### src/rtl/nsr_pkg.sv
package nsr_pkg;

    localparam int NIB_W   = 4;
    localparam int ADDR_W  = 16;
    localparam int WORD_W  = 13;
    localparam int PFX_W   = 8;
    localparam logic [PFX_W-1:0] GROUP_PFX = 8'b1000_0111;

    typedef enum logic [1:0] {
        SH_LL = 2'd0,
        SH_RL = 2'd1,
        ROT_L = 2'd2,
        ROT_R = 2'd3
    } shop_e;

    typedef struct packed {
        logic  mine;
        logic  is_mem;
        logic  sel_b;
        logic  use_y;
        logic  post_inc;
        shop_e op;
    } dec_t;

    typedef struct packed {
        logic             cout;
        logic [NIB_W-1:0] res;
    } sh_res_t;

    function automatic sh_res_t nib_shift(input shop_e op, input logic [NIB_W-1:0] d,
                                          input logic cin);
        sh_res_t r;
        case (op)
            SH_LL:   r = '{cout: d[NIB_W-1], res: {d[NIB_W-2:0], 1'b0}};
            SH_RL:   r = '{cout: d[0],       res: {1'b0, d[NIB_W-1:1]}};
            ROT_L:   r = '{cout: d[NIB_W-1], res: {d[NIB_W-2:0], cin}};
            default: r = '{cout: d[0],       res: {cin, d[NIB_W-1:1]}};
        endcase
        return r;
    endfunction

endpackage

### src/rtl/nsr_decode.sv
module nsr_decode
    import nsr_pkg::*;
(
    input  logic [WORD_W-1:0] word,
    output dec_t              dec
);
    logic pfx_ok;
    logic reg_form;

    always_comb begin
        pfx_ok       = (word[WORD_W-1 -: PFX_W] == GROUP_PFX);
        reg_form     = word[4];
        dec.mine     = pfx_ok && !(reg_form && word[3]);
        dec.is_mem   = !reg_form;
        dec.sel_b    = reg_form && word[2];
        dec.use_y    = !reg_form && word[1];
        dec.post_inc = !reg_form && word[0];
        dec.op       = reg_form ? shop_e'(word[1:0]) : shop_e'(word[3:2]);
    end
endmodule

### src/rtl/nsr_alu.sv
module nsr_alu
    import nsr_pkg::*;
(
    input  shop_e            op,
    input  logic [NIB_W-1:0] din,
    input  logic             cin,
    output logic [NIB_W-1:0] dout,
    output logic             cout,
    output logic             zero
);
    sh_res_t r;

    always_comb begin
        r    = nib_shift(op, din, cin);
        dout = r.res;
        cout = r.cout;
        zero = (r.res == '0);
    end
endmodule

### src/rtl/nsr_mem_seq.sv
module nsr_mem_seq
    import nsr_pkg::*;
#(
    parameter int AW = ADDR_W
) (
    input  logic          clk,
    input  logic          rst,
    input  logic          start,
    input  shop_e         op_in,
    input  logic          use_y_in,
    input  logic          inc_in,
    input  logic [AW-1:0] addr_in,
    output logic          pend,
    output shop_e         op_q,
    output logic          use_y_q,
    output logic          inc_q,
    output logic [AW-1:0] addr_q
);
    always_ff @(posedge clk) begin
        if (rst) begin
            pend    <= 1'b0;
            op_q    <= SH_LL;
            use_y_q <= 1'b0;
            inc_q   <= 1'b0;
            addr_q  <= '0;
        end else begin
            pend <= start;
            if (start) begin
                op_q    <= op_in;
                use_y_q <= use_y_in;
                inc_q   <= inc_in;
                addr_q  <= addr_in;
            end
        end
    end
endmodule

### src/rtl/nib_shift_unit.sv
module nib_shift_unit
    import nsr_pkg::*;
#(
    parameter int AW = ADDR_W
) (
    input  logic              clk,
    input  logic              rst,
    input  logic              op_valid,
    input  logic [WORD_W-1:0] op_word,
    input  logic [NIB_W-1:0]  reg_a,
    input  logic [NIB_W-1:0]  reg_b,
    input  logic [AW-1:0]     idx_x,
    input  logic [AW-1:0]     idx_y,
    output logic              rf_we_a,
    output logic              rf_we_b,
    output logic [NIB_W-1:0]  rf_wdata,
    output logic              idx_we_x,
    output logic              idx_we_y,
    output logic [AW-1:0]     idx_wdata,
    output logic [AW-1:0]     mem_addr,
    output logic              mem_rd,
    output logic              mem_wr,
    output logic [NIB_W-1:0]  mem_wdata,
    input  logic [NIB_W-1:0]  mem_rdata,
    output logic              busy,
    output logic              not_mine,
    output logic              flag_c,
    output logic              flag_z
);
    dec_t             dec;
    logic             accept;
    logic             exec_reg;
    logic             issue_mem;
    shop_e            op_q;
    logic             use_y_q;
    logic             inc_q;
    logic [AW-1:0]    addr_q;
    logic [AW-1:0]    issue_addr;
    shop_e            alu_op;
    logic [NIB_W-1:0] alu_in;
    logic [NIB_W-1:0] alu_out;
    logic             alu_c;
    logic             alu_z;

    nsr_decode u_dec (
        .word (op_word),
        .dec  (dec)
    );

    always_comb begin
        accept     = op_valid && !busy;
        not_mine   = accept && !dec.mine;
        exec_reg   = accept && dec.mine && !dec.is_mem;
        issue_mem  = accept && dec.mine && dec.is_mem;
        issue_addr = dec.use_y ? idx_y : idx_x;
    end

    nsr_mem_seq #(.AW(AW)) u_seq (
        .clk      (clk),
        .rst      (rst),
        .start    (issue_mem),
        .op_in    (dec.op),
        .use_y_in (dec.use_y),
        .inc_in   (dec.post_inc),
        .addr_in  (issue_addr),
        .pend     (busy),
        .op_q     (op_q),
        .use_y_q  (use_y_q),
        .inc_q    (inc_q),
        .addr_q   (addr_q)
    );

    always_comb begin
        alu_op = busy ? op_q : dec.op;
        if (busy)
            alu_in = mem_rdata;
        else
            alu_in = dec.sel_b ? reg_b : reg_a;
    end

    nsr_alu u_alu (
        .op   (alu_op),
        .din  (alu_in),
        .cin  (flag_c),
        .dout (alu_out),
        .cout (alu_c),
        .zero (alu_z)
    );

    always_comb begin
        rf_we_a   = exec_reg && !dec.sel_b;
        rf_we_b   = exec_reg && dec.sel_b;
        rf_wdata  = alu_out;
        mem_rd    = issue_mem;
        mem_wr    = busy;
        mem_addr  = busy ? addr_q : issue_addr;
        mem_wdata = alu_out;
        idx_we_x  = busy && inc_q && !use_y_q;
        idx_we_y  = busy && inc_q && use_y_q;
        idx_wdata = addr_q + AW'(1);
    end

    always_ff @(posedge clk) begin
        if (rst) begin
            flag_c <= 1'b0;
            flag_z <= 1'b0;
        end else if (exec_reg || busy) begin
            flag_c <= alu_c;
            flag_z <= alu_z;
        end
    end
endmodule

### config.mk
export PLATFORM = sky130hd
export DESIGN_NAME = nib_shift_unit
export DESIGN_NICKNAME = d
export VERILOG_FILES = /design/src/rtl/nsr_pkg.sv /design/src/rtl/nsr_decode.sv /design/src/rtl/nsr_alu.sv /design/src/rtl/nsr_mem_seq.sv /design/src/rtl/nib_shift_unit.sv
export SDC_FILE = /design/constraint.sdc
export NUM_CORES = 1
export LEC_CHECK = 0
export BUFFER_PORTS_ARGS = -buffer_cell sky130_fd_sc_hd__buf_4
export CAP_MARGIN = 20
export CORE_UTILIZATION = 40
export CTS_CLUSTER_SIZE = 25
export DETAILED_ROUTE_END_ITERATION = 7
export PLACE_DENSITY = 0.78
export SLEW_MARGIN = 20
export SYNTH_ARGS = -nofsm -noshare
export SYNTH_HDL_FRONTEND = slang
export SYNTH_SLANG_ARGS = --single-unit
### constraint.sdc
create_clock -name clk -period 3.62 [get_ports clk]
set_clock_uncertainty 0.1 [all_clocks]
set_input_delay 1.086 -clock clk [delete_from_list [all_inputs] [get_ports clk]]
set_output_delay 1.086 -clock clk [all_outputs]
set_load 0.01 [all_outputs]
==> results of run 1 <==
## worst min path at each step
stage,slack (ps),depth (start not counted),start,to
finish,400,2,flag_z$_SDFFE_PP0P_,flag_z$_SDFFE_PP0P_
detailed placement,390,2,flag_z$_SDFFE_PP0P_,flag_z$_SDFFE_PP0P_
floorplan,350,2,u_seq.op_q[1]$_SDFFE_PP0P_,u_seq.op_q[1]$_SDFFE_PP0P_
global placement,370,2,u_seq.op_q[1]$_SDFFE_PP0P_,u_seq.op_q[1]$_SDFFE_PP0P_
CTS,410,2,flag_z$_SDFFE_PP0P_,flag_z$_SDFFE_PP0P_
global route,440,2,u_seq.op_q[1]$_SDFFE_PP0P_,u_seq.op_q[1]$_SDFFE_PP0P_
## cell families (layout without fill, tap and decap cells)
logic type / after synthesis / count (layout)
buffers and inverters: 23 / 130
multiplexers: 60 / 60
adder cells (fa/ha/maj): 1 / 1
XOR/XNOR: 14 / 14
flip-flops: 23 / 23
AND/OR/NAND/NOR: 72 / 72
AO/OA/AOI/OAI: 15 / 15
## per-layer routing
metal / track usage / vias to the layer above / share of wire
met2: 0.397 / 89 / 0.51
met5: 0 / - / 0
li1: - / 957 / -
met1: 0.250 / 908 / 0.40
met4: 0.0600 / 0 / 0.012
met3: 0.0476 / 6 / 0.081
## state kept, by name, indices dropped and copies added, names as in the netlist
| register | count |
|---|---|
| flag_z | 1 |
| u_seq.inc_q | 1 |
| flag_c | 1 |
| u_seq.addr_q | 16 |
| u_seq.use_y_q | 1 |
| u_seq.op_q | 2 |
| u_seq.pend | 1 |
## cells in the mapped netlist, drive strengths merged
cell type | count | area (sq um)
or4b | 1 | 13.8
o211ai | 2 | 15.0
mux4 | 1 | 22.5
a21boi | 1 | 7.51
o22ai | 1 | 6.26
nor3 | 4 | 20.0
xnor2 | 10 | 87.6
a311oi | 3 | 26.3
nor4 | 1 | 21.3
a21oi | 3 | 15.0
buf | 12 | 83.8
nand3 | 9 | 45.0
inv | 5 | 18.8
nor2b | 1 | 6.26
mux2i | 26 | 260
ha | 1 | 12.5
and2 | 2 | 12.5
nand2 | 10 | 37.5
and4b | 3 | 30.0
o22a | 1 | 8.76
nand2b | 2 | 12.5
nor4b | 1 | 8.76
nor3b | 1 | 7.51
nand3b | 3 | 22.5
nand4b | 1 | 8.76
clkbuf | 6 | 23.8
nor2 | 26 | 97.6
nand4 | 2 | 12.5
o21ai | 1 | 5.00
or2 | 1 | 6.26
dfxtp | 23 | 460
and3 | 4 | 25.0
o311ai | 1 | 8.76
mux2 | 33 | 372
xor2 | 4 | 35.0
a31oi | 2 | 12.5
## worst max-delay path: stages
cell and delay, ps:
sky130_fd_sc_hd__buf_4 110, sky130_fd_sc_hd__or4b_4 550, sky130_fd_sc_hd__buf_4 170, sky130_fd_sc_hd__nor4_4 340
sky130_fd_sc_hd__buf_4 190
## metrics by stage
stage	setup WS, ps	area, sq um	hold WS [ps]
after floorplan	62.0	1870	351
after global placement	-13.0	2740	368
after detailed placement	-27.6	2740	390
after CTS	1.06	2790	409
after global routing	-53.7	2830	443
final	0.829	2830	402
## power groups by stage
stage               logic, mW  registers, mW  clock network (mW)
floorplan              0.0817          0.259                   0
global placement        0.176          0.259                   0
detailed placement      0.178          0.259                   0
CTS                     0.179          0.253               0.169
global route            0.193          0.253               0.180
finish                  0.180          0.253               0.166
## layout make-up
| cell class | instances | area (sq um) |
|---|---|---|
| Clock buffer | 3 | 41.3 |
| Sequential cell | 23 | 460 |
| Clock inverter | 1 | 7.51 |
| Multi-Input combinational cell | 162 | 1320 |
| Tap cell | 52 | 65.1 |
| Inverter | 5 | 18.8 |
| Fill cell | 385 | 1590 |
| Timing Repair Buffer | 121 | 912 |
## what timing repair did
item | CTS | global route
endpoints found under the hold margin | 0 | 0
gates resized for setup | 1 | 7
setup endpoints to repair | 1 | 21
pin swaps | 1 | 2
buffers inserted | 0 | 0
==> results.md, run 1 <==
Outcome:
- The flow ran to the end, and the final reports show no timing, DRC or antenna violations.

Die:
- The horizontal die dimension is between 70 and 80 um.
- The number of rows created at floorplan is 24.
- The floorplan step defined a die boundary enclosing around 5000 sq um.
- The die is 70.4 um tall.
- The I/O pin total is between 100 and 150.
- For this configuration, the core starts out at a cell density of 0.423.
- The core region is 4410 sq um.

Clock tree:
- The cell sitting at the root of the clock tree is a sky130_fd_sc_hd__clkbuf_8.
- The CTS H-tree depth is 1.
- The cts-stage hold buffer count is 0.
- The longest clock path from root to sink contains 2 buffers.
- The clock transition at the register clock pins on the worst setup and hold paths after CTS is 90 ps.
- Clock tree synthesis inserted a total of 3 buffers.
- The insertion delay to the later sink of the worst-skew pair is 260 ps.
- TritonCTS built the clock tree.
- The count of clock tree sinks is 23.

Power and ir drop:
- Internal power comes to roughly 440 uW.
- The proportion of total power due to net switching is 0.264.
- For this design the ratio of total power to cell area is about 210 nW/um^2.
- In this run the static leakage power is 1.23 nW.
- The analysis attributes to net switching a power of 158 uW.
- The worst-case IR drop observed on VDD is roughly 0.13 mV.
- The post-layout total power is 599 uW.
- Of the total power, combinational logic draws 0.301.
- Of the total power, the clock network draws 0.277.
- The share of total power in sequential cells is 0.423.

Cells and area:
- The layout-stage area growth over the synthesis result is 51.1%.
- In the final layout, the share of cells above drive strength 1 is 0.527.
- The non-filler instance count after layout is 367.
- The final layout contains 377 nets.
- In the layout the commonest cells are 120 x sky130_fd_sc_hd__buf_4, 33 x sky130_fd_sc_hd__mux2_2, 26 x sky130_fd_sc_hd__mux2i_1.
- The number of antenna diodes in the final layout is 0.
- Leaving out fill and tap cells, the most frequent cell in the layout is sky130_fd_sc_hd__buf_4.
- The utilization after layout is 0.640.

Routing:
- The average vias per placed instance is 5.34.
- The routed layout has a little under 2,000 vias.
- The sum of routed wire length over all layers is 5390 um.
- The number of nets with antenna violations after detailed routing is 0.
- After the first detailed-routing iteration, the DRC count stood at 78.
- The routed length per placed instance is ~15 um.
- In the routed design, unresolved DRC markers number 0.
- The number of iterations in the first detailed-routing pass is 4.

Timing:
- The final count of hold timing violations is 0.
- Setup total negative slack on the finished layout was measured at 0 ps.
- The pin slew with the least headroom to its limit is between 500 and 600 ps.
- The achievable clock frequency is 276 MHz.
- Setup repair after global routing could not meet its margin everywhere.
- The worst path needs roughly 3600 ps of the cycle, external delays included.
- The max-slew violation count is 0.
- The worst max-slew margin expressed relative to the limit is 0.635.
- Setup violations remaining at the end of the flow were counted as 0.
- Of the available clock period, the critical path in the final layout requires 1.00.

Critical path:
- The worst setup path startpoint is op_word[10].
- The worst flop-to-flop path startpoint is u_seq.pend$_SDFF_PP0_.
- The critical path endpoint category is an output pin.
- The endpoint required time on the critical path is 2430 ps.
- STA classifies the critical path startpoint as an input port.
- The endpoint of the worst setup timing path is mem_rd.
- The worst endpoint data arrival time is 2430 ps.
- Of all nets on the critical path, the largest fanout is 2.
- The register-to-register path setup slack is approximately 1800 ps.
- The endpoint of the worst register-to-register path is u_seq.addr_q[12]$_SDFFE_PP0P_.
- The critical path in this run is classified as in -> out.
- Measured in cells, the most critical reg-to-reg path has a length of 6.

Synthesis:
- In this run, distinct cell masters in the synthesized netlist total 40.
- Summing every instance area after synthesis gives between 1500 and 2000 sq um.
- The share of the synthesized area in compound gates (AO/OA/AOI/OAI) is 0.0562.
- The multiplexer area fraction after synthesis is 0.350.
- For this run, the register share of the synthesized area comes to 0.246.
- The combinational family with the most area after synthesis is multiplexers.
- Of the total synthesized cell area, the portion taken by AND, OR, NAND and NOR gates is 0.207.
- The Yosys warning count is 0.
- The adder-cell share of the synthesized area is 0.00669.
- The post-synth net total is 269.
- The parity-gate share of the synthesized area counting xor and xnor cells is 0.0656.
- In this run, synthesis produced a sequential element count of 23.
- The mean post-synth cell area is 8.99 sq um.
- Counting every instance in the synthesized netlist gives roughly 210.

Placement:
- The quantity of I/O buffers inserted on ports is 109.
- The half-perimeter wire length of the detailed placement result is 4210 um.
- The number of placed instances with taps included is 363.
- The final estimated routing congestion in global placement is 0.881.

Global route:
- For this run, the total global-route usage over all layers was measured as 0.217.
- The pin count of the biggest net entering global routing is 25.
- The number of antenna violations at the first check in global routing came to 0.
- The first global-routing pass estimated 8660 um of wire.
- The total congestion overflow is 0.
- The number of global-route vias before repair came to roughly 1,900.

Run:
- The number of max-cap violations is 0.

Hold path:
- The worst min-delay path category is reg -> reg.
Power figures use the tool's default switching activity.
==> run 2: changes to the inputs <==
--- a/config.mk
+++ b/config.mk
@@ -10,6 +10,7 @@
 export CORE_UTILIZATION = 40
 export CTS_CLUSTER_SIZE = 25
 export DETAILED_ROUTE_END_ITERATION = 7
+export HOLD_SLACK_MARGIN = 0.12
 export PLACE_DENSITY = 0.78
 export SLEW_MARGIN = 20
 export SYNTH_ARGS = -nofsm -noshare
==> constraint.sdc (replaced) <==
create_clock -name clk -period 3.62 [get_ports clk]
set_clock_uncertainty 0.1 [all_clocks]
set_input_delay 0.724 -clock clk [delete_from_list [all_inputs] [get_ports clk]]
set_output_delay 0.724 -clock clk [all_outputs]
set_load 0.01 [all_outputs]
==> run 2 against run 1 <==
  * Register-to-register slack worse by 290 ps
  * Total power shrank 2.6%
  * Non-clock buffer count down 9
  * Sequential cell count unchanged
  * Die area unchanged
  * Final area shrank 4.0%
  * Combinational power is 4% lower
  * Worst hold slack better by 4.0 ps
  * Via count is 3.1% lower
  * Count of clock-buffer cells in the layout up 1
  * Largest cell class unchanged
==> results.md, run 2 (synthesized netlist as in run 1, its figures left out) <==
Timing:
- The max-slew violation count is 0.
- At the pin with the least slew margin, the transition time is 561 ps.
- The routed design could run at a clock period as short as 3120 ps.
- The worst pin sits at a relative slew slack of 0.626.
- Derived from the worst setup path, the maximum achievable clock frequency is 321 MHz.
- The number of setup violations in the final report is 0.
- In the post-route analysis, the smallest setup slack over all paths is a little over 500 ps.
- In the finished design, the share of the clock period the worst path needs comes to 0.861.
- The sum of negative setup slack is 0 ps.
- The final count of hold timing violations is 0.
- Setup repair after global routing left no endpoint under its margin.

Die:
- The total die area is 4950 sq um.
- The die boundary height is 70.4 um.
- The die is 70.4 um wide.
- The I/O pin total is 110.
- The initial utilization of the core area, before any placement, comes to 0.423.
- After floorplanning, the core was sized to cover 4410 sq um.
- The number of rows created at floorplan is 24.

Placement:
- Counting tap cells, the placed design contains a total of between 300 and 400 instances.
- The worst slack after detailed placement is 632 ps.
- The half-perimeter wire length of the detailed placement result is 4170 um.
- The quantity of I/O buffers inserted on ports is about 110.
- The post-detailed-placement cell area is ~2700 sq um.
- Routability-driven placement finished with a final weighted congestion of between 0.8 and 0.9.

Routing:
- The number of nets with antenna violations after detailed routing is 0.
- For this run, the detailed router's first-pass iteration total came to 4.
- The total number of vias is 1,899.
- In the final routed layout, each cell accounts on average for 14.9 um.
- The initial DRC count is 74.
- The DRC violation count after routing is 0.
- Wires add up to 5320 um.
- The average vias per placed instance is 5.30.

Global route:
- The number of antenna violations at the first check in global routing is 0.
- The pin count of the biggest net entering global routing is 25.
- The number of global-route vias before repair is between 1,500 and 2,000.
- The total routing usage reported by global routing is 0.216.
- The first global-routing pass estimated 8580 um of wire.
- The total congestion overflow is 0.

Cells and area:
- The layout-stage area growth over the synthesis result is 45.1%.
- After the flow finishes, the layout carries non-filler instances totaling 358.
- The library cell used most frequently in the layout, excluding fill and tap cells, is sky130_fd_sc_hd__buf_4.
- The register with the most flip-flops is u_seq.addr_q.
- The largest registers in the layout are u_seq.addr_q x16, u_seq.op_q x2.
- The repair_antennas step left the layout with diodes totalling 0.
- For this run, the post-layout net count is 368.
- Of the cells placed in the final design, the portion with a size suffix greater than 1 is 0.497.
- The register with the most flip-flops in the layout has 16 of them.
- Leaving out fill and tap cells, the most frequent cells in the layout are 112 x sky130_fd_sc_hd__buf_4, 33 x sky130_fd_sc_hd__mux2_2, 26 x sky130_fd_sc_hd__mux2i_1, 26 x sky130_fd_sc_hd__nor2_1, 23 x sky130_fd_sc_hd__dfxtp_1.
- Summing all non-filler instances in the final layout gives an area of 2710 sq um.
- The number of filler instances in the final layout is 412.

Critical path:
- STA classifies the critical path endpoint as an output pin.
- The worst endpoint data arrival time is 2290 ps.
- Together, buffers and inverters on the worst path number 2.
- The worst register-to-register path has a setup slack of 1470 ps.
- The worst stage delay on the critical path is 680 ps.
- The highest-delay cell along the critical path is sky130_fd_sc_hd__dfxtp_1.
- STA classifies the critical path startpoint as a flop.
- The gate family responsible for the most delay along the worst path is compound AO/OA/AOI/OAI gates.
- Data on the critical path is required at its endpoint by 2800 ps.
- The classification of the worst setup path is reg -> out.
- Walking the worst path, the cells encountered are inv_1, a311oi_1, o211ai_1, a21boi_0, buf_4.
- The highest fanout seen on the critical path is 18.

Clock tree:
- The cts-stage hold buffer count is 0.
- Clock tree synthesis selected as its root buffer the cell sky130_fd_sc_hd__clkbuf_8.
- The clock transition at the register clock pins on the worst setup and hold paths after CTS is 80 ps.
- CTS built an H-tree with a depth of 1.
- In this run the post-CTS setup repair buffer count came out at 0.
- The number of clock buffers added by TritonCTS is 3.
- The clock passes through at most 2 buffers.
- The count of clock tree sinks is 23.
- The number of cells upsized or downsized after cts is 0.
- TritonCTS built the clock tree.
- The clock reaches the later pin of the worst-skew pair after around 260 ps.

Power and ir drop:
- The total internal power is 435 uW.
- The reported net switching power is 148 uW.
- The reported leakage power is 1.18 nW.
- Of the total power, the share spent switching nets is 0.254.
- The proportion of power drawn by the clock network is 0.271.
- The maximum resistive drop on vdd is 0.120 mV.
- The share of total power dissipated in sequential elements is 0.434.
- The share of total power dissipated in combinational logic is 0.295.
- For this design the ratio of total power to cell area is ~220 nW/um^2.

Outcome:
- The flow ran to the end, and the final reports show no timing, DRC or antenna violations.

Hold path:
- In this run the worst hold path is classified as reg -> reg.

Run:
- The tool flagged a number of max-cap violations equal to 0.
==> run 2: cell count changes in the layout (fill, tap and decap cells not counted), sizes merged <==
| cell | change |
|---|---|
| clkinvlp | -1 |
| clkbuf | +1 |
| buf | -9 |
==> run 2: final timing paths <==
kind,start,to,cells after the start
hold reg to reg,flag_z$_SDFFE_PP0P_,flag_z$_SDFFE_PP0P_,2
hold / removal,flag_z$_SDFFE_PP0P_,flag_z$_SDFFE_PP0P_,2
setup / recovery,u_seq.pend$_SDFF_PP0_,mem_wdata[2],5
setup reg to reg,u_seq.pend$_SDFF_PP0_,flag_z$_SDFFE_PP0P_,4
==> run 2: worst register-to-register path: stages (launching register included) <==
cell                       delay, ps
sky130_fd_sc_hd__dfxtp_1         680
sky130_fd_sc_hd__inv_1           370
sky130_fd_sc_hd__a311oi_1        600
sky130_fd_sc_hd__nand4_1         160
sky130_fd_sc_hd__o21ai_0         180
==> run 2: cell type report <==
class | instances | area, sq um | area share
multi-input combinational | 162 | 1280 | 0.473
timing repair buffer | 112 | 841 | 0.310
sequential | 23 | 460 | 0.170
tap | 52 | 65.1 | 0.0240
clock buffer | 4 | 45.0 | 0.0166
inverter | 5 | 18.8 | 0.00692
==> run 2: per-layer routing <==
metal  vias up  GRT usage  share of wire
met4         0     0.0489         0.0079
met1       886      0.251           0.41
li1        939          -              -
met2        70      0.399           0.51
met3         4     0.0462          0.070
met5         -          0              0
==> run 2: power groups by stage <==
stage          clock network (mW)  logic (mW)  registers, mW
2_1_floorplan                   0      0.0817          0.259
3_3_place_gp                    0       0.169          0.259
3_5_place_dp                    0       0.172          0.259
4_1_cts                     0.163       0.174          0.253
5_1_grt                     0.178       0.184          0.253
6_report                    0.158       0.172          0.253
==> run 2: through the flow <==
stage                      util  hold slack (ps)  power (mW)
final                     0.615              406       0.584
after global routing      0.615              443       0.615
after CTS                 0.615              409       0.590
after detailed placement  0.604              389       0.432
after global placement    0.604              366       0.428
after floorplan               -              351       0.341
